<file path="src/rtl/cbt_pkg.sv">
package cbt_pkg;

    localparam int WORD_W  = 32;
    localparam int PSC_W   = 10;
    localparam int JMP_W   = 2;
    localparam int S1_W    = 4;
    localparam int S2_W    = 3;
    localparam int LIM_W   = 8;
    localparam int ERR_W   = 8;

    localparam int POS_PSC = 0;
    localparam int POS_JMP = 10;
    localparam int POS_S1  = 12;
    localparam int POS_S2  = 16;
    localparam int POS_TRI = 23;

    localparam logic [LIM_W-1:0] LIM_RST = LIM_W'(96);

    typedef enum logic [1:0] {
        PH_SYNC = 2'd0,
        PH_SEG1 = 2'd1,
        PH_SEG2 = 2'd2
    } phase_e;

    typedef struct packed {
        logic              triple;
        logic [S2_W-1:0]   seg2;
        logic [S1_W-1:0]   seg1;
        logic [JMP_W-1:0]  jump;
        logic [PSC_W-1:0]  psc;
    } timing_t;

    function automatic timing_t word_to_timing(input logic [WORD_W-1:0] w);
        timing_t t;
        t.psc    = w[POS_PSC +: PSC_W];
        t.jump   = w[POS_JMP +: JMP_W];
        t.seg1   = w[POS_S1  +: S1_W];
        t.seg2   = w[POS_S2  +: S2_W];
        t.triple = w[POS_TRI];
        return t;
    endfunction

    function automatic logic [WORD_W-1:0] timing_to_word(input timing_t t);
        logic [WORD_W-1:0] w;
        w = '0;
        w[POS_PSC +: PSC_W] = t.psc;
        w[POS_JMP +: JMP_W] = t.jump;
        w[POS_S1  +: S1_W]  = t.seg1;
        w[POS_S2  +: S2_W]  = t.seg2;
        w[POS_TRI]          = t.triple;
        return w;
    endfunction

    function automatic logic vote3(input logic a, input logic b, input logic c);
        return (a & b) | (a & c) | (b & c);
    endfunction

endpackage

</file>
<file path="src/rtl/cbt_rx_sync.sv">
module cbt_rx_sync #(
    parameter logic IDLE_LVL = 1'b1
) (
    input  logic clk,
    input  logic rst,
    input  logic rx_raw,
    output logic rx_sync,
    output logic fall
);
    logic [1:0] stage_q;
    logic       prev_q;

    always_ff @(posedge clk) begin
        if (rst) begin
            stage_q <= {2{IDLE_LVL}};
            prev_q  <= IDLE_LVL;
        end else begin
            stage_q <= {stage_q[0], rx_raw};
            prev_q  <= stage_q[1];
        end
    end

    assign rx_sync = stage_q[1];
    assign fall    = prev_q & ~stage_q[1];

    // a detected falling edge traces back to a low line two clocks earlier
    p_fall_src_r8: assert property (@(posedge clk) disable iff (rst)
        fall |-> ($past(rx_raw, 2) == 1'b0));

endmodule

</file>
<file path="src/rtl/cbt_prescaler.sv">
module cbt_prescaler #(
    parameter int DIV_W = 10
) (
    input  logic             clk,
    input  logic             rst,
    input  logic [DIV_W-1:0] div,
    output logic             tick
);
    logic [DIV_W-1:0] cnt_q;

    assign tick = (cnt_q >= div);

    always_ff @(posedge clk) begin
        if (rst || tick) cnt_q <= '0;
        else             cnt_q <= cnt_q + 1'b1;
    end

endmodule

</file>
<file path="src/rtl/cbt_bitseq.sv">
module cbt_bitseq
    import cbt_pkg::*;
(
    input  logic    clk,
    input  logic    rst,
    input  logic    tick,
    input  logic    rx,
    input  logic    fall,
    input  timing_t cfg,
    output logic    bit_val,
    output logic    bit_stb
);
    localparam int QW = S1_W + 2;
    localparam logic [QW-1:0] JMAX = QW'(1 << JMP_W);

    phase_e          phase_q;
    logic [QW-1:0]   qcnt_q, ext_q, shr_q;
    logic            used_q;
    logic [1:0]      hist_q;

    logic [QW-1:0]   jlen, s1_end, s2_len, err1, err2;
    logic            sample_v, s1_done, s2_done;

    function automatic logic [QW-1:0] lesser(input logic [QW-1:0] a, input logic [QW-1:0] b);
        return (a < b) ? a : b;
    endfunction

    always_comb begin
        jlen     = QW'(cfg.jump) + 1'b1;
        s1_end   = QW'(cfg.seg1) + ext_q;
        s2_len   = QW'(cfg.seg2) + 1'b1;
        err1     = qcnt_q + 1'b1;
        err2     = (qcnt_q < s2_len) ? (s2_len - qcnt_q) : '0;
        s1_done  = (qcnt_q >= s1_end);
        s2_done  = ((qcnt_q + shr_q) >= QW'(cfg.seg2));
        sample_v = cfg.triple ? vote3(hist_q[1], hist_q[0], rx) : rx;
    end

    always_ff @(posedge clk) begin
        if (rst) begin
            phase_q <= PH_SYNC;
            qcnt_q  <= '0;
            ext_q   <= '0;
            shr_q   <= '0;
            used_q  <= 1'b0;
            hist_q  <= 2'b11;
            bit_val <= 1'b1;
            bit_stb <= 1'b0;
        end else begin
            bit_stb <= 1'b0;
            if (fall && !used_q) begin
                used_q <= 1'b1;
                case (phase_q)
                    PH_SEG1: ext_q <= lesser(err1, jlen);
                    PH_SEG2: shr_q <= lesser(err2, jlen);
                    default: ;
                endcase
            end
            if (tick) begin
                hist_q <= {hist_q[0], rx};
                case (phase_q)
                    PH_SYNC: begin
                        phase_q <= PH_SEG1;
                        qcnt_q  <= '0;
                    end
                    PH_SEG1: begin
                        if (s1_done) begin
                            bit_stb <= 1'b1;
                            bit_val <= sample_v;
                            phase_q <= PH_SEG2;
                            qcnt_q  <= '0;
                        end else begin
                            qcnt_q  <= qcnt_q + 1'b1;
                        end
                    end
                    PH_SEG2: begin
                        if (s2_done) begin
                            phase_q <= PH_SYNC;
                            qcnt_q  <= '0;
                            ext_q   <= '0;
                            shr_q   <= '0;
                            used_q  <= 1'b0;
                        end else begin
                            qcnt_q  <= qcnt_q + 1'b1;
                        end
                    end
                    default: begin
                        phase_q <= PH_SYNC;
                        qcnt_q  <= '0;
                    end
                endcase
            end
        end
    end

    p_stb_single_r4: assert property (@(posedge clk) disable iff (rst)
        bit_stb |=> !bit_stb);

    p_sync_one_tq_r1: assert property (@(posedge clk) disable iff (rst)
        (phase_q == PH_SYNC && tick) |=> (phase_q == PH_SEG1));

    p_ext_bound_r6: assert property (@(posedge clk) disable iff (rst)
        ext_q <= JMAX);

    p_shr_bound_r7: assert property (@(posedge clk) disable iff (rst)
        shr_q <= JMAX);

    p_one_resync_r8: assert property (@(posedge clk) disable iff (rst)
        (used_q && phase_q != PH_SEG2) |=> used_q);

endmodule

</file>
<file path="src/rtl/cbt_regs.sv">
module cbt_regs
    import cbt_pkg::*;
(
    input  logic              clk,
    input  logic              rst,
    input  logic              cfg_mode,
    input  logic              wr_en,
    input  logic              wr_sel,
    input  logic [WORD_W-1:0] wr_data,
    input  logic              rd_sel,
    output logic [WORD_W-1:0] rd_data,
    input  logic [ERR_W-1:0]  tx_errs,
    input  logic [ERR_W-1:0]  rx_errs,
    output timing_t           tim,
    output logic              warn
);
    timing_t          tim_q;
    logic [LIM_W-1:0] lim_q;
    logic             warn_q;

    always_ff @(posedge clk) begin
        if (rst) begin
            tim_q  <= '0;
            lim_q  <= LIM_RST;
            warn_q <= 1'b0;
        end else begin
            if (cfg_mode && wr_en) begin
                if (wr_sel) lim_q <= wr_data[LIM_W-1:0];
                else        tim_q <= word_to_timing(wr_data);
            end
            warn_q <= (ERR_W'(lim_q) <= tx_errs) || (ERR_W'(lim_q) <= rx_errs);
        end
    end

    assign rd_data = rd_sel ? WORD_W'(lim_q) : timing_to_word(tim_q);
    assign tim     = tim_q;
    assign warn    = warn_q;

    p_locked_r3: assert property (@(posedge clk) disable iff (rst)
        !cfg_mode |=> ($stable(tim_q) && $stable(lim_q)));

endmodule

</file>
<file path="src/rtl/cbt_bit_timing.sv">
module cbt_bit_timing
    import cbt_pkg::*;
(
    input  logic              clk,
    input  logic              rst,
    input  logic              rx_raw,
    input  logic              cfg_mode,
    input  logic              wr_en,
    input  logic              wr_sel,
    input  logic [WORD_W-1:0] wr_data,
    input  logic              rd_sel,
    output logic [WORD_W-1:0] rd_data,
    input  logic [ERR_W-1:0]  tx_errs,
    input  logic [ERR_W-1:0]  rx_errs,
    output logic              bit_val,
    output logic              bit_stb,
    output logic              warn
);
    timing_t tim;
    logic    tick, rx_s, rx_fall;

    cbt_regs u_regs (
        .clk(clk), .rst(rst), .cfg_mode(cfg_mode), .wr_en(wr_en),
        .wr_sel(wr_sel), .wr_data(wr_data), .rd_sel(rd_sel), .rd_data(rd_data),
        .tx_errs(tx_errs), .rx_errs(rx_errs), .tim(tim), .warn(warn)
    );

    cbt_prescaler #(.DIV_W(PSC_W)) u_psc (
        .clk(clk), .rst(rst), .div(tim.psc), .tick(tick)
    );

    cbt_rx_sync #(.IDLE_LVL(1'b1)) u_sync (
        .clk(clk), .rst(rst), .rx_raw(rx_raw), .rx_sync(rx_s), .fall(rx_fall)
    );

    cbt_bitseq u_seq (
        .clk(clk), .rst(rst), .tick(tick), .rx(rx_s), .fall(rx_fall),
        .cfg(tim), .bit_val(bit_val), .bit_stb(bit_stb)
    );

    // back-to-back quantum ticks only with a divide-by-one prescaler
    p_tick_gap_r1: assert property (@(posedge clk) disable iff (rst)
        (tick && $past(tick) && !$past(cfg_mode) && !$past(cfg_mode, 2))
            |-> (tim.psc == '0));

endmodule

</file>
<file path="config.mk">
export PLATFORM = sky130hd
export DESIGN_NAME = cbt_bit_timing
export DESIGN_NICKNAME = d
export VERILOG_FILES = /design/src/rtl/cbt_pkg.sv /design/src/rtl/cbt_rx_sync.sv /design/src/rtl/cbt_prescaler.sv /design/src/rtl/cbt_bitseq.sv /design/src/rtl/cbt_regs.sv /design/src/rtl/cbt_bit_timing.sv
export SDC_FILE = /design/constraint.sdc
export NUM_CORES = 1
export LEC_CHECK = 0
export BUFFER_PORTS_ARGS = -buffer_cell sky130_fd_sc_hd__buf_2
export CORE_MARGIN = 2
export CORE_UTILIZATION = 48
export DETAILED_ROUTE_END_ITERATION = 10
export GPL_ROUTABILITY_DRIVEN = 0
export HOLD_SLACK_MARGIN = 0.1
export PLACE_DENSITY = 0.71
export SLEW_MARGIN = 25
export SYNTH_ARGS = -nofsm -noshare
export SYNTH_HDL_FRONTEND = slang
export SYNTH_SLANG_ARGS = --single-unit
</file>
<file path="constraint.sdc">
create_clock -name clk -period 4.8 [get_ports clk]
set_clock_uncertainty 0.1 [all_clocks]
set_input_delay 0.72 -clock clk [delete_from_list [all_inputs] [get_ports clk]]
set_output_delay 0.72 -clock clk [all_outputs]
set_load 0.02 [all_outputs]
</file>
Word-level counts from Yosys, hierarchy flattened
Index checks and enable logic that the tools add are counted.
{"block": "op_classes", "n_addsub": 7, "mul": 0, "div_mod_pow": 0, "n_lt_le_gt_ge": 8, "n_eq_ne": 4, "n_shift": 0, "n_mux": 26, "n_bitwise": 10, "reduce_logical": 11}
{"operator": "6-bit 2-to-1 mux", "count": 15}
{"operator": "24-bit 2-to-1 mux", "count": 1}
{"operator": "6-bit < comparator", "count": 3}
{"operator": "8-bit less-or-equal comparator", "count": 2}
{"operator": "6-bit case mux with 2 select lines", "count": 1}
{"operator": "10-bit by 1-bit adder with 10-bit output (second input constant)", "count": 1}
{"operator": "10-bit greater-or-equal comparator", "count": 1}
{"operator": "4-bit by 6-bit adder with 6-bit output", "count": 1}
{"operator": "6-bit by 1-bit adder with 6-bit output (second input constant)", "count": 1}
{"operator": "6-bit adder", "count": 1}
{"operator": "6-bit by 3-bit greater-or-equal comparator with 1-bit output", "count": 1}
{"operator": "6-bit greater-or-equal comparator", "count": 1}
{"operator": "1-bit 2-to-1 mux", "count": 6}
{"operator": "2-bit case mux with 3 select lines", "count": 1}
{"operator": "3-bit AND reduction", "count": 2}
{"operator": "6-bit subtractor", "count": 1}
{"operator": "3-bit by 1-bit adder with 4-bit output (second input constant)", "count": 1}
{"operator": "1-bit AND", "count": 4}
{"operator": "2-bit 2-to-1 mux", "count": 2}
{"operator": "2-bit by 1-bit inequality test with 1-bit output (second input constant)", "count": 2}
{"operator": "1-bit NOT", "count": 4}
{"operator": "2-bit AND reduction", "count": 2}
{"operator": "2-bit by 1-bit adder with 3-bit output (second input constant)", "count": 1}
{"operator": "3-bit OR reduction", "count": 1}
{"operator": "7 further kinds", "count": 10}
{"block": "totals", "regBits": 67, "latchBits": 0, "mem_bits_rw": 0, "rom_bits": 0, "input_bits": 55, "output_inout_bits": 35, "word_cells": 84, "memories": 0}

Depth between registers and ports, before layout
Gate-level depths: netlist of run 1.
{"block": "depth", "ltp_word": 10, "ltp_mapped": 15, "ltp_nobuf": 15}

Cells and area by module
Synthesis of run 1 repeated with hierarchy kept, for this count alone.
{"block": "hier_totals", "cells_unflattened": 548, "area_unflattened_um2": 4697.0}
{"mod": "cbt_bitseq", "instances": 1, "cells_per_inst": 250, "area_per_inst_um2": 2160.8, "seq_area_each_um2": 500.5}
{"mod": "cbt_regs", "instances": 1, "cells_per_inst": 215, "area_per_inst_um2": 1667.8, "seq_area_each_um2": 580.6}
{"mod": "cbt_prescaler", "instances": 1, "cells_per_inst": 76, "area_per_inst_um2": 783.3, "seq_area_each_um2": 200.2}
{"mod": "cbt_rx_sync", "instances": 1, "cells_per_inst": 7, "area_per_inst_um2": 85.1, "seq_area_each_um2": 60.1}

Least setup slack after synthesis of run 1
Ideal clock, no wire load.
{"block": "synth_timing", "kind": "flip-flop to flip-flop", "start": "register u_regs.tim_q (netlist bit u_regs.tim[16])", "end": "register u_seq.shr_q[0]", "setup_ps": 58, "arrival_time_ps": 2927, "t_required_ps": 4642, "slack_ps": 1715, "stages_incl_launch_ff": 15, "path_buffers": 0, "period_less_slack_ps": 3085, "cell_sequence": "dfxtp_1 -> ha_1 -> xor2_1 -> ha_1 -> nand3_1 -> a211o_1 -> a41oi_2 -> nand2_1 -> inv_1 -> ha_1 -> o21a_1 -> or4_1 -> a21oi_1 -> a311o_1 -> o211a_1"}
{"block": "synth_via", "elab_chain_cells": 10, "elab_cells_between_ends": 12, "classes_between": "add/sub (2); order compare (3); mux (7)"}
{"item": "start: declaration", "line_no": "cbt_regs.sv:17", "text": "timing_t tim_q;"}
{"item": "start signal: assignment", "line_no": "cbt_regs.sv:29", "text": "else tim_q <= word_to_timing(wr_data);"}
{"item": "3-bit by 1-bit adder with 4-bit output", "line_no": "cbt_bitseq.sv:31", "text": "s2_len = QW'(cfg.seg2) + 1'b1;"}
{"item": "6-bit subtractor or 6-bit < comparator (tied branches)", "line_no": "cbt_bitseq.sv:33", "text": "err2 = (qcnt_q < s2_len) ? (s2_len - qcnt_q) : '0;"}
{"item": "6-bit 2-to-1 mux", "line_no": "cbt_bitseq.sv:33"}
{"item": "6-bit < comparator", "line_no": "cbt_bitseq.sv:25", "text": "return (a < b) ? a : b;"}
{"item": "6-bit 2-to-1 mux", "line_no": "cbt_bitseq.sv:25"}
{"item": "6-bit 2-to-1 mux", "line_no": "cbt_bitseq.sv:53", "text": "case (phase_q)"}
{"item": "6-bit 2-to-1 mux", "line_no": "cbt_bitseq.sv:51", "text": "if (fall && !used_q) begin"}
{"item": "6-bit 2-to-1 mux", "line_no": "cbt_bitseq.sv:77", "text": "if (s2_done) begin"}
{"item": "6-bit 2-to-1 mux", "line_no": "cbt_bitseq.sv:61", "text": "case (phase_q)"}
{"item": "6-bit 2-to-1 mux (*)", "line_no": "cbt_bitseq.sv:59", "text": "if (tick) begin"}
{"item": "end signal: assignment", "line_no": "cbt_bitseq.sv:55", "text": "PH_SEG2: shr_q <= lesser(err2, jlen);"}
{"item": "end: declaration", "line_no": "cbt_bitseq.sv:17", "text": "logic [QW-1:0] qcnt_q, ext_q, shr_q;"}
Mark *: on every way between the ends. The rest lies on a longest branch, timed or not.
A chain may end at the register's enable or synchronous reset.

Worst setup path after layout of run 1
Same ends and word-level chain as after synthesis.

==> results of run 1 <==
## path summary, 6_finish.rpt
path | start | to | depth (start not counted)
worst max-delay path | u_regs.tim[16] | u_seq.shr_q[0] | 14
worst min-delay path | u_sync.stage_q[0] | u_sync.stage_q[1] | 1
worst max register to register | u_regs.tim[16] | u_seq.shr_q[0] | 14
worst min register to register | u_sync.stage_q[0] | u_sync.stage_q[1] | 1
## critical path, cell delays in order, from the launching register on
cell and delay, ns:
dfxtp_1 0.38, ha_1 0.23, xor2_1 0.15, ha_1 0.39, nand3_1 0.09, a211o_1 0.32, a41oi_2 0.26, nand2_1 0.14
inv_1 0.07, ha_1 0.23, o21a_1 0.20, or4_1 0.44, a21oi_1 0.14, a311o_1 0.13, o211a_1 0.12
## power by group through the flow
stage	sequential, mW	clock (mW)	combinational, mW
after CTS	0.594	0.435	0.225
final	0.595	0.422	0.224
after floorplan	0.606	0	0.170
after global placement	0.606	0	0.214
after detailed placement	0.607	0	0.224
after global routing	0.597	0.462	0.255
## cell usage in the layout, fill, tap and decap left out, drive strengths merged, types with 2 or more instances in the layout
cell / count
nor3: 5
a21oi: 49
o21a: 6
nand2: 86
nor2: 30
or4: 2
nor2b: 13
fa: 3
a2111oi: 3
and2: 3
nand3: 23
conb: 12
nand4b: 2
clkinv: 7
xnor2: 7
a211oi: 2
dfxtp: 67
clkbuf: 9
mux2i: 3
o211ai: 4
o21ai: 24
nand2b: 8
buf: 66
a41oi: 2
a21o: 13
nand4: 7
or2: 5
o31ai: 3
xor2: 13
and3: 13
ha: 61
a21boi: 2
a31oi: 3
inv: 48
## through the flow
step | utilization (%) | setup slack [ns] | instances | hold slack [ns]
floorplan | - | 1.72 | 564 | 0.289
global route | 54.6 | 1.13 | 726 | 0.350
global placement | 52.7 | 1.51 | 710 | 0.304
CTS | 54.6 | 1.39 | 726 | 0.323
finish | 54.6 | 1.35 | 726 | 0.319
detailed placement | 52.7 | 1.41 | 710 | 0.299
## routing by layer
metal | up-vias | wire, microns | GRT usage [%]
met3 | 13 | 380 | 4.81
met1 | 1808 | 4580 | 25.6
met2 | 83 | 4950 | 37.6
li1 | 1984 | - | -
met4 | 0 | 132 | 5.80
met5 | - | 0 | 0
## kinds of logic after synthesis
kind of cell / share of synthesized area [%]
muxes: 0.925
other: 0.0840
AOI/OAI and AO/OA: 17.6
and+or+nand+nor: 21.0
buffers and inverters: 7.96
adders and majority gates: 18.5
DFF: 30.1
xor gates and xnor gates: 3.93
## state kept, by name (all words and copies together) (netlist names)
register and count:
u_regs.tim 20, u_psc.cnt_q 10, u_regs.lim_q 8, u_seq.ext_q 6
u_seq.qcnt_q 6, u_seq.shr_q 6, u_seq.hist_q 2, u_seq.phase_q 2
u_sync.stage_q 2, u_regs.warn 1, u_seq.bit_stb 1, u_seq.bit_val 1
u_seq.used_q 1, u_sync.prev_q 1
## area by class of cell
class | count | area [sq um] | share of cell area [%]
Multi-Input combinational cell | 418 | 2810 | 56.4
Sequential cell | 67 | 1340 | 26.9
Tap cell | 111 | 139 | 2.79
Timing Repair Buffer | 66 | 333 | 6.69
Inverter | 48 | 180 | 3.62
Clock buffer | 9 | 124 | 2.49
Clock inverter | 7 | 53.8 | 1.08
## synthesized netlist by cell type, types with 6 or more instances
cell	n
and3_1	12
nor2_1	29
o21ai_0	24
dfxtp_1	67
a21o_1	13
inv_1	46
xnor2_1	7
buf_4	13
a21oi_1	49
o21a_1	6
xor2_1	13
clkbuf_1	13
nand3_1	23
ha_1	61
nand4_1	7
nor2b_1	13
nand2b_1	8
nand2_1	85
==> flow_metrics.py, run 1 <==
metrics = {
    "outcome": {
        "outcome": "finished, final reports clean",
    },
    "global_routing": {
        "grt.total_usage_pct": 21.2,
        "first_global_vias": 3778,
        "grt_max_degree": 40,
        "overflow": 0,
        "antenna_found_initial": 0,
        "grt_first_pass_wirelength_microns": 17200,
    },
    "synthesis": {
        "synth-seq-cells": 67,
        "yosys.area.top_type": "dfxtp_1",
        "yosysWarnings": 0,
        "ys_types": 59,
        "synth_edf_count": 0,
        "synth_seq_area_share_pct": 30.1,
        "ys_async_sr_fraction_pct": 0,
        "synthFlopType": "dfxtp_1",
        "synth_top_area_share_pct": 30.1,
        "syn-instance-count": 553,
        "synth_area_sq_um": 4460,
        "synth_area_leaders": "dfxtp_1 (30%), ha_1 (17%), nand2_1 (7.2%), a21oi_1 (5.5%), inv_1 (3.9%)",
        "syn_area_per_cell_sq_um": 8.07,
    },
    "timing": {
        "hold_violations": 0,
        "setup_viol": 0,
        "finalCriticalPeriod_ns": 3.45,
        "period_share_pct": 71.8,
        "tightest_slew_ns": 0.741,
        "rsz0062_at_grt": "false",
        "relSlewSlack_pct": 50.6,
        "drv_slew": 0,
        "tns_ns": 0,
        "fmax_ghz": 0.290,
    },
    "setup_path": {
        "required_ns": 4.99,
        "cp-start-kind": "register",
        "crit_arrival_ns": 3.64,
        "r2r_slack_ns": 1.35,
        "critPathKind": "reg2reg",
        "worst-path-max-fanout": 6,
        "critPathCaptureType": "register",
    },
    "cts": {
        "post_cts.repair.setup_buffers": 0,
        "clock-root-buffer": "clkbuf_8",
        "path_clk_slew_ns": 0.08,
        "cts_sinks": 67,
        "htreeDepth": 3,
        "clk_path_buf_depth": 2,
        "cts_made_buffers": 9,
        "hold_buffers": 0,
        "cts_tree": "built",
        "insertion_delay_ns": 0.34,
        "cts_resized": 0,
    },
    "cells_and_area": {
        "nFillCells": 872,
        "drive_gt1_share_pct": 15.8,
        "syn2layout_area_growth_pct": 11.6,
        "design_area_sq_um": 4980,
        "diodes": 0,
        "nets": 729,
    },
    "floorplan": {
        "core.rowCount": 35,
        "start_util_pct": 49.0,
        "die-width_microns": 100,
        "core_area_sq_um": 9110,
        "die_area_sq_um": 10100,
        "die_h_microns": 100,
        "io_pins": 90,
    },
    "job": {
        "drv_cap": 0,
    },
    "power": {
        "p_clk_share_pct": 34.0,
        "p_int_mw": 0.853,
        "vdd_ir_drop_max_mv": 0.138,
        "pwr-share-seq_pct": 47.9,
        "power_density_nw_per_um2": 249,
        "combPwrFrac_pct": 18.0,
        "p_switching_mw": 0.387,
        "total_power_mw": 1.24,
        "p_sw_share_pct": 31.2,
        "leakage_nw": 2.30,
    },
    "placed_design": {
        "dp_hpwl_microns": 7970,
        "io_buffers": 65,
        "place_area_sq_um": 4800,
    },
    "route": {
        "wl_per_cell_microns": 13.8,
        "drtPass1Iterations": 7,
        "wirelength_microns": 10000,
        "drtIter0Drc": 150,
        "drc": 0,
        "ant_nets": 0,
        "vias": 3888,
        "vias_per_cell": 5.36,
    },
    "worst_hold_path": {
        "hold_class": "reg2reg",
    },
}
No activity file was read; power rests on OpenSTA's default activity.
==> run 2, diff against run 1 <==
==> constraint.sdc (replaced) <==
create_clock -name clk -period 3.3 [get_ports clk]
set_clock_uncertainty 0.1 [all_clocks]
set_input_delay 0.495 -clock clk [delete_from_list [all_inputs] [get_ports clk]]
set_output_delay 0.495 -clock clk [all_outputs]
set_load 0.02 [all_outputs]
==> run 2 against run 1 <==
Effect of this change:
- routed wire length increased by 1.2%
- non-clock buffer count increased by 11
- global-route usage decreased by 0.13 points
- flip-flop and latch count unchanged
- combinational power increased by 53%
- setup slack got worse by 1.2 ns
- critical path depth unchanged
- critical path type unchanged
- largest power group unchanged
==> flow_metrics.py, run 2 (synthesized netlist as in run 1, its figures left out) <==
metrics = {
    "global_routing": {
        "first_global_vias": 3844,
        "antenna_found_initial": 0,
        "grt_max_degree": 39,
        "overflow": 0,
        "grt_first_pass_wirelength_microns": 17000,
        "grt.total_usage_pct": 21.0,
    },
    "floorplan": {
        "core.rowCount": 35,
        "die_area_sq_um": 10100,
        "io_pins": 90,
        "core_area_sq_um": 9110,
        "die-width_microns": 100,
        "start_util_pct": 49.0,
        "die_h_microns": 100,
    },
    "worst_hold_path": {
        "hold_class": "in2reg",
    },
    "placed_design": {
        "dp.cells": 717,
        "io_buffers": 65,
        "place_area_sq_um": 4850,
        "dp_hpwl_microns": 7970,
    },
    "setup_path": {
        "cpLargestDelayFamily": "compound AO/OA/AOI/OAI gates",
        "worst-path-buf-inv": 1,
        "critPathKind": "reg2reg",
        "crit_path_cell_trace": "ha_2 > xor2_1 > ha_1 > nand3_2 > a211o_1 > a41oi_4 > nand2_2 > inv_2 > ha_4 > o21a_1 > or4_4 > a21oi_2 > a311o_1 > o211a_1",
        "crit_arrival_ns": 3.39,
        "required_ns": 3.50,
        "worst-path-max-fanout": 6,
        "critPathCaptureType": "register",
        "cp-start-kind": "register",
        "crit_slowest_cell": "or4_4",
        "slowest_delay_ns": 0.42,
    },
    "timing": {
        "setup_viol": 0,
        "relSlewSlack_pct": 66.2,
        "fmax_ghz": 0.313,
        "finalCriticalPeriod_ns": 3.20,
        "tightest_slew_ns": 0.508,
        "tns_ns": 0,
        "drv_slew": 0,
        "period_share_pct": 96.8,
        "hold_violations": 0,
    },
    "cells_and_area": {
        "nets": 740,
        "largest_reg_flops": 20,
        "diodes": 0,
        "drive_gt1_share_pct": 18.7,
        "syn2layout_area_growth_pct": 15.0,
        "design_area_sq_um": 5130,
        "layout_commonest_cell": "nand2_1",
        "nFillCells": 841,
        "final_cell_mix": "nand2_1 (83), dfxtp_1 (66), buf_2 (65)",
        "instances_no_fill": 737,
    },
    "cts": {
        "insertion_delay_ns": 0.35,
        "clock-root-buffer": "clkbuf_8",
        "cts_sinks": 67,
        "cts_made_buffers": 9,
        "htreeDepth": 3,
        "clk_path_buf_depth": 2,
        "hold_buffers": 0,
        "cts_tree": "built",
        "path_clk_slew_ns": 0.08,
    },
    "outcome": {
        "outcome": "finished, final reports clean",
    },
    "route": {
        "ant_nets": 0,
        "drtPass1Iterations": 4,
        "drtIter0Drc": 156,
        "wirelength_microns": 10200,
        "drc": 0,
        "wl_per_cell_microns": 13.8,
        "vias": 3917,
        "vias_per_cell": 5.31,
    },
    "power": {
        "leakage_nw": 2.36,
        "vdd_ir_drop_max_mv": 0.234,
        "total_power_mw": 1.91,
        "power_density_nw_per_um2": 371,
    },
    "job": {
        "drv_cap": 0,
    },
}
-- run 2: cell count changes in the layout (fill, tap and decap cells not counted), sizes merged --
cell and delta:
bufinv +1, clkinv -4, inv +1, buf +11, clkinvlp +2
-- run 2: metal layers --
layer | up-vias | track usage, % | wire length, microns
li1 | 1999 | - | -
met5 | - | 0 | 0
met3 | 23 | 4.81 | 421
met1 | 1799 | 25.9 | 4700
met4 | 0 | 6.85 | 237
met2 | 96 | 36.3 | 4810
-- run 2: final cells by class --
class	instances	area (sq um)	area share, %
multi-input cells	418	2850	55.6
clock buffers	9	124	2.41
repair buffers	77	415	8.10
well taps	111	139	2.71
flip-flops and latches	67	1350	26.2
clock inverters	7	76.3	1.49
inverters	48	180	3.51
-- run 2: where the power goes --
group / internal, mW / switching [mW]
sequential: 0.839 / 0.0238
combinational: 0.134 / 0.208
clock: 0.354 / 0.346
total: 1.33 / 0.579
-- run 2: worst reg2reg max path: cells and delay by family (launching register included) --
| family | cells | cell delay (ns) |
|---|---|---|
| flops | 1 | 0.37 |
| fa+ha+maj | 3 | 0.70 |
| buf+inv | 1 | 0.08 |
| compound gates | 6 | 1.18 |
| xor+xnor | 1 | 0.14 |
| simple gates | 3 | 0.59 |
-- run 2: final timing paths --
check,startpoint,endpoint,slack (ns),cells past startpoint
worst max register to register,u_regs.tim[16],u_seq.shr_q[0],0.10,14
worst min-delay path,rx_raw,u_sync.stage_q[0],0.23,2
worst max-delay path,u_regs.tim[16],u_seq.shr_q[0],0.10,14
worst min register to register,u_sync.stage_q[0],u_sync.stage_q[1],0.32,1
-- run 2: timing repair --
action                     in CTS  in global routing
setup buffers                   0                  4
pin swaps                       0                  5
gates resized for setup         1                 11
setup endpoints to repair       1                  3
hold endpoints to repair        0                  0
-- run 2: stage by stage --
| step | util, % | hold slack (ns) | setup WS [ns] |
|---|---|---|---|
| after floorplan | - | 0.289 | 0.215 |
| after global placement | 53.3 | 0.296 | 0.121 |
| after detailed placement | 53.3 | 0.302 | -0.0140 |
| after CTS | 55.5 | 0.219 | 0.0499 |
| after global routing | 56.3 | 0.219 | -0.0269 |
| final | 56.3 | 0.231 | 0.105 |
==> run 3, diff against run 2 <==
--- a/config.mk
+++ b/config.mk
@@ -7,11 +7,10 @@
 export LEC_CHECK = 0
 export BUFFER_PORTS_ARGS = -buffer_cell sky130_fd_sc_hd__buf_2
 export CORE_MARGIN = 2
-export CORE_UTILIZATION = 48
+export CORE_UTILIZATION = 26
 export DETAILED_ROUTE_END_ITERATION = 10
 export GPL_ROUTABILITY_DRIVEN = 0
 export HOLD_SLACK_MARGIN = 0.1
-export PLACE_DENSITY = 0.71
 export SLEW_MARGIN = 25
 export SYNTH_ARGS = -nofsm -noshare
 export SYNTH_HDL_FRONTEND = slang
==> run 3 against run 2 <==
Effect of this change:
- setup slack better by 0.065 ns
- die area rose by 81%
- routed wire length grew 6.4%
- register-to-register slack better by 0.07 ns
==> flow_metrics.py, run 3 (synthesized netlist as in run 1, its figures left out) <==
metrics = {
    "cts": {
        "insertion_delay_ns": 0.33,
        "clk_path_buf_depth": 2,
        "htreeDepth": 3,
        "cts_sinks": 67,
        "clock-root-buffer": "clkbuf_16",
        "cts_tree": "built",
        "path_clk_slew_ns": 0.05,
        "cts_made_buffers": 9,
    },
    "setup_path": {
        "slowest_delay_ns": 0.41,
        "reg2reg_to": "u_seq.shr_q[0]",
        "required_ns": 3.48,
        "worst-path-max-fanout": 4,
        "critPathCaptureType": "register",
        "crit_path_cell_trace": "ha_1 > xor2_1 > ha_1 > a21oi_1 > a211o_1 > a41oi_2 > nand2_1 > inv_1 > ha_1 > o21a_1 > or4_1 > a21oi_1 > a311o_1 > o211a_1",
        "critPathLaunch": "u_regs.tim[17]",
        "crit_top_cell": "ha_1",
        "r2r_cells": 14,
        "crit_end": "u_seq.shr_q[0]",
        "r2r_slack_ns": 0.17,
        "cp-start-kind": "register",
        "critPathKind": "reg2reg",
        "r2r_start": "u_regs.tim[17]",
        "crit_arrival_ns": 3.31,
        "crit_slowest_cell": "or4_1",
    },
    "route": {
        "drtPass1Iterations": 5,
        "wirelength_microns": 10800,
        "vias": 3799,
        "vias_per_cell": 4.50,
        "drc": 0,
        "wl_per_cell_microns": 12.8,
        "drtIter0Drc": 139,
        "ant_nets": 0,
    },
    "floorplan": {
        "start_util_pct": 26.7,
        "die_area_sq_um": 18200,
        "core_area_sq_um": 16700,
        "core.rowCount": 47,
        "die_h_microns": 135,
        "die-width_microns": 135,
        "io_pins": 90,
    },
    "timing": {
        "rsz0062_at_grt": "false",
        "period_share_pct": 94.9,
        "drv_slew": 0,
        "tns_ns": 0,
        "setup_viol": 0,
        "finalCriticalPeriod_ns": 3.13,
        "fmax_ghz": 0.319,
        "tightest_slew_ns": 0.882,
        "hold_violations": 0,
        "relSlewSlack_pct": 41.0,
    },
    "power": {
        "leakage_nw": 2.40,
        "vdd_ir_drop_max_mv": 0.220,
        "power_density_nw_per_um2": 406,
    },
    "cells_and_area": {
        "nFillCells": 1777,
        "seqCellArea_sq_um": 1340,
        "syn2layout_area_growth_pct": 19.0,
        "drive_gt1_share_pct": 17.0,
        "diodes": 0,
        "design_area_sq_um": 5310,
        "largest_reg_flops": 20,
        "nets": 739,
        "final_cell_mix": "nand2_1 (85), dfxtp_1 (66), buf_2 (65)",
        "multiInputGateArea_sq_um": 2810,
        "layout_commonest_cell": "nand2_1",
    },
    "placed_design": {
        "dp_hpwl_microns": 8450,
        "place_area_sq_um": 5000,
        "io_buffers": 65,
    },
    "global_routing": {
        "grt.total_usage_pct": 12.4,
        "overflow": 0,
        "grt_max_degree": 28,
        "grt_first_pass_wirelength_microns": 17900,
        "antenna_found_initial": 0,
        "first_global_vias": 3609,
    },
    "worst_hold_path": {
        "hold_class": "in2reg",
        "min_path_cells": 2,
        "min_from": "rx_raw",
    },
    "outcome": {
        "outcome": "finished, final reports clean",
    },
    "job": {
        "drv_cap": 0,
    },
}
## run 3: routing by layer
| layer | vias up | track usage, % | routed length, microns |
|---|---|---|---|
| met3 | 10 | 3.53 | 589 |
| li1 | 1995 | - | - |
| met1 | 1719 | 16.2 | 5370 |
| met4 | 0 | 3.47 | 153 |
| met2 | 75 | 20.0 | 4710 |
| met5 | - | 0 | 0 |
## run 3: worst max-delay path: cells and delay by family (launching register included)
family / cells / cell delay, ns
DFF: 1 / 0.37
and+or+nand+nor: 2 / 0.51
buffers and inverters: 1 / 0.06
adders and majority gates: 3 / 0.66
AOI/OAI and AO/OA: 7 / 1.22
xor gates and xnor gates: 1 / 0.15
## run 3: worst min path at each step
stage,slack [ns],endpoint
2_1_floorplan,0.29,u_sync.stage_q[1]
3_3_place_gp,0.29,u_sync.stage_q[1]
3_5_place_dp,0.30,u_sync.stage_q[1]
4_1_cts,0.24,u_sync.stage_q[0]
5_1_grt,0.25,u_sync.stage_q[0]
6_report,0.25,u_sync.stage_q[0]
## run 3: cell type report
class / count / area share [%]
flip-flops and latches: 67 / 25.3
repair buffers: 76 / 7.68
clock inverters: 4 / 0.943
multi-input cells: 418 / 52.9
inverters: 48 / 3.39
clock buffers: 12 / 4.64
well taps: 220 / 5.19
## run 3: stage by stage
stage | util, % | instances | power [mW] | worst slack, ns | hold WS, ns
6_report | 31.8 | 845 | 2.15 | 0.170 | 0.248
3_3_place_gp | 30.0 | 828 | 1.21 | 0.107 | 0.294
5_1_grt | 31.8 | 845 | 2.26 | 0.00245 | 0.247
3_5_place_dp | 30.0 | 828 | 1.21 | 0.0683 | 0.296
2_1_floorplan | - | 564 | 1.13 | 0.215 | 0.289
4_1_cts | 31.7 | 844 | 2.18 | 0.0565 | 0.236
## run 3: timing repair
item	in CTS	in global routing
resized for setup	0	2
setup buffers	0	1
setup endpoints to repair	0	3
hold buffers	0	0
## run 3: power by group
| group | leakage (nW) | internal [mW] | switching, mW | total (mW) |
|---|---|---|---|---|
| registers | 0.545 | 0.841 | 0.0233 | 0.864 |
| logic | 1.71 | 0.127 | 0.204 | 0.330 |
| clock network | 0.139 | 0.604 | 0.356 | 0.960 |
| total | 2.40 | 1.57 | 0.583 | 2.15 |
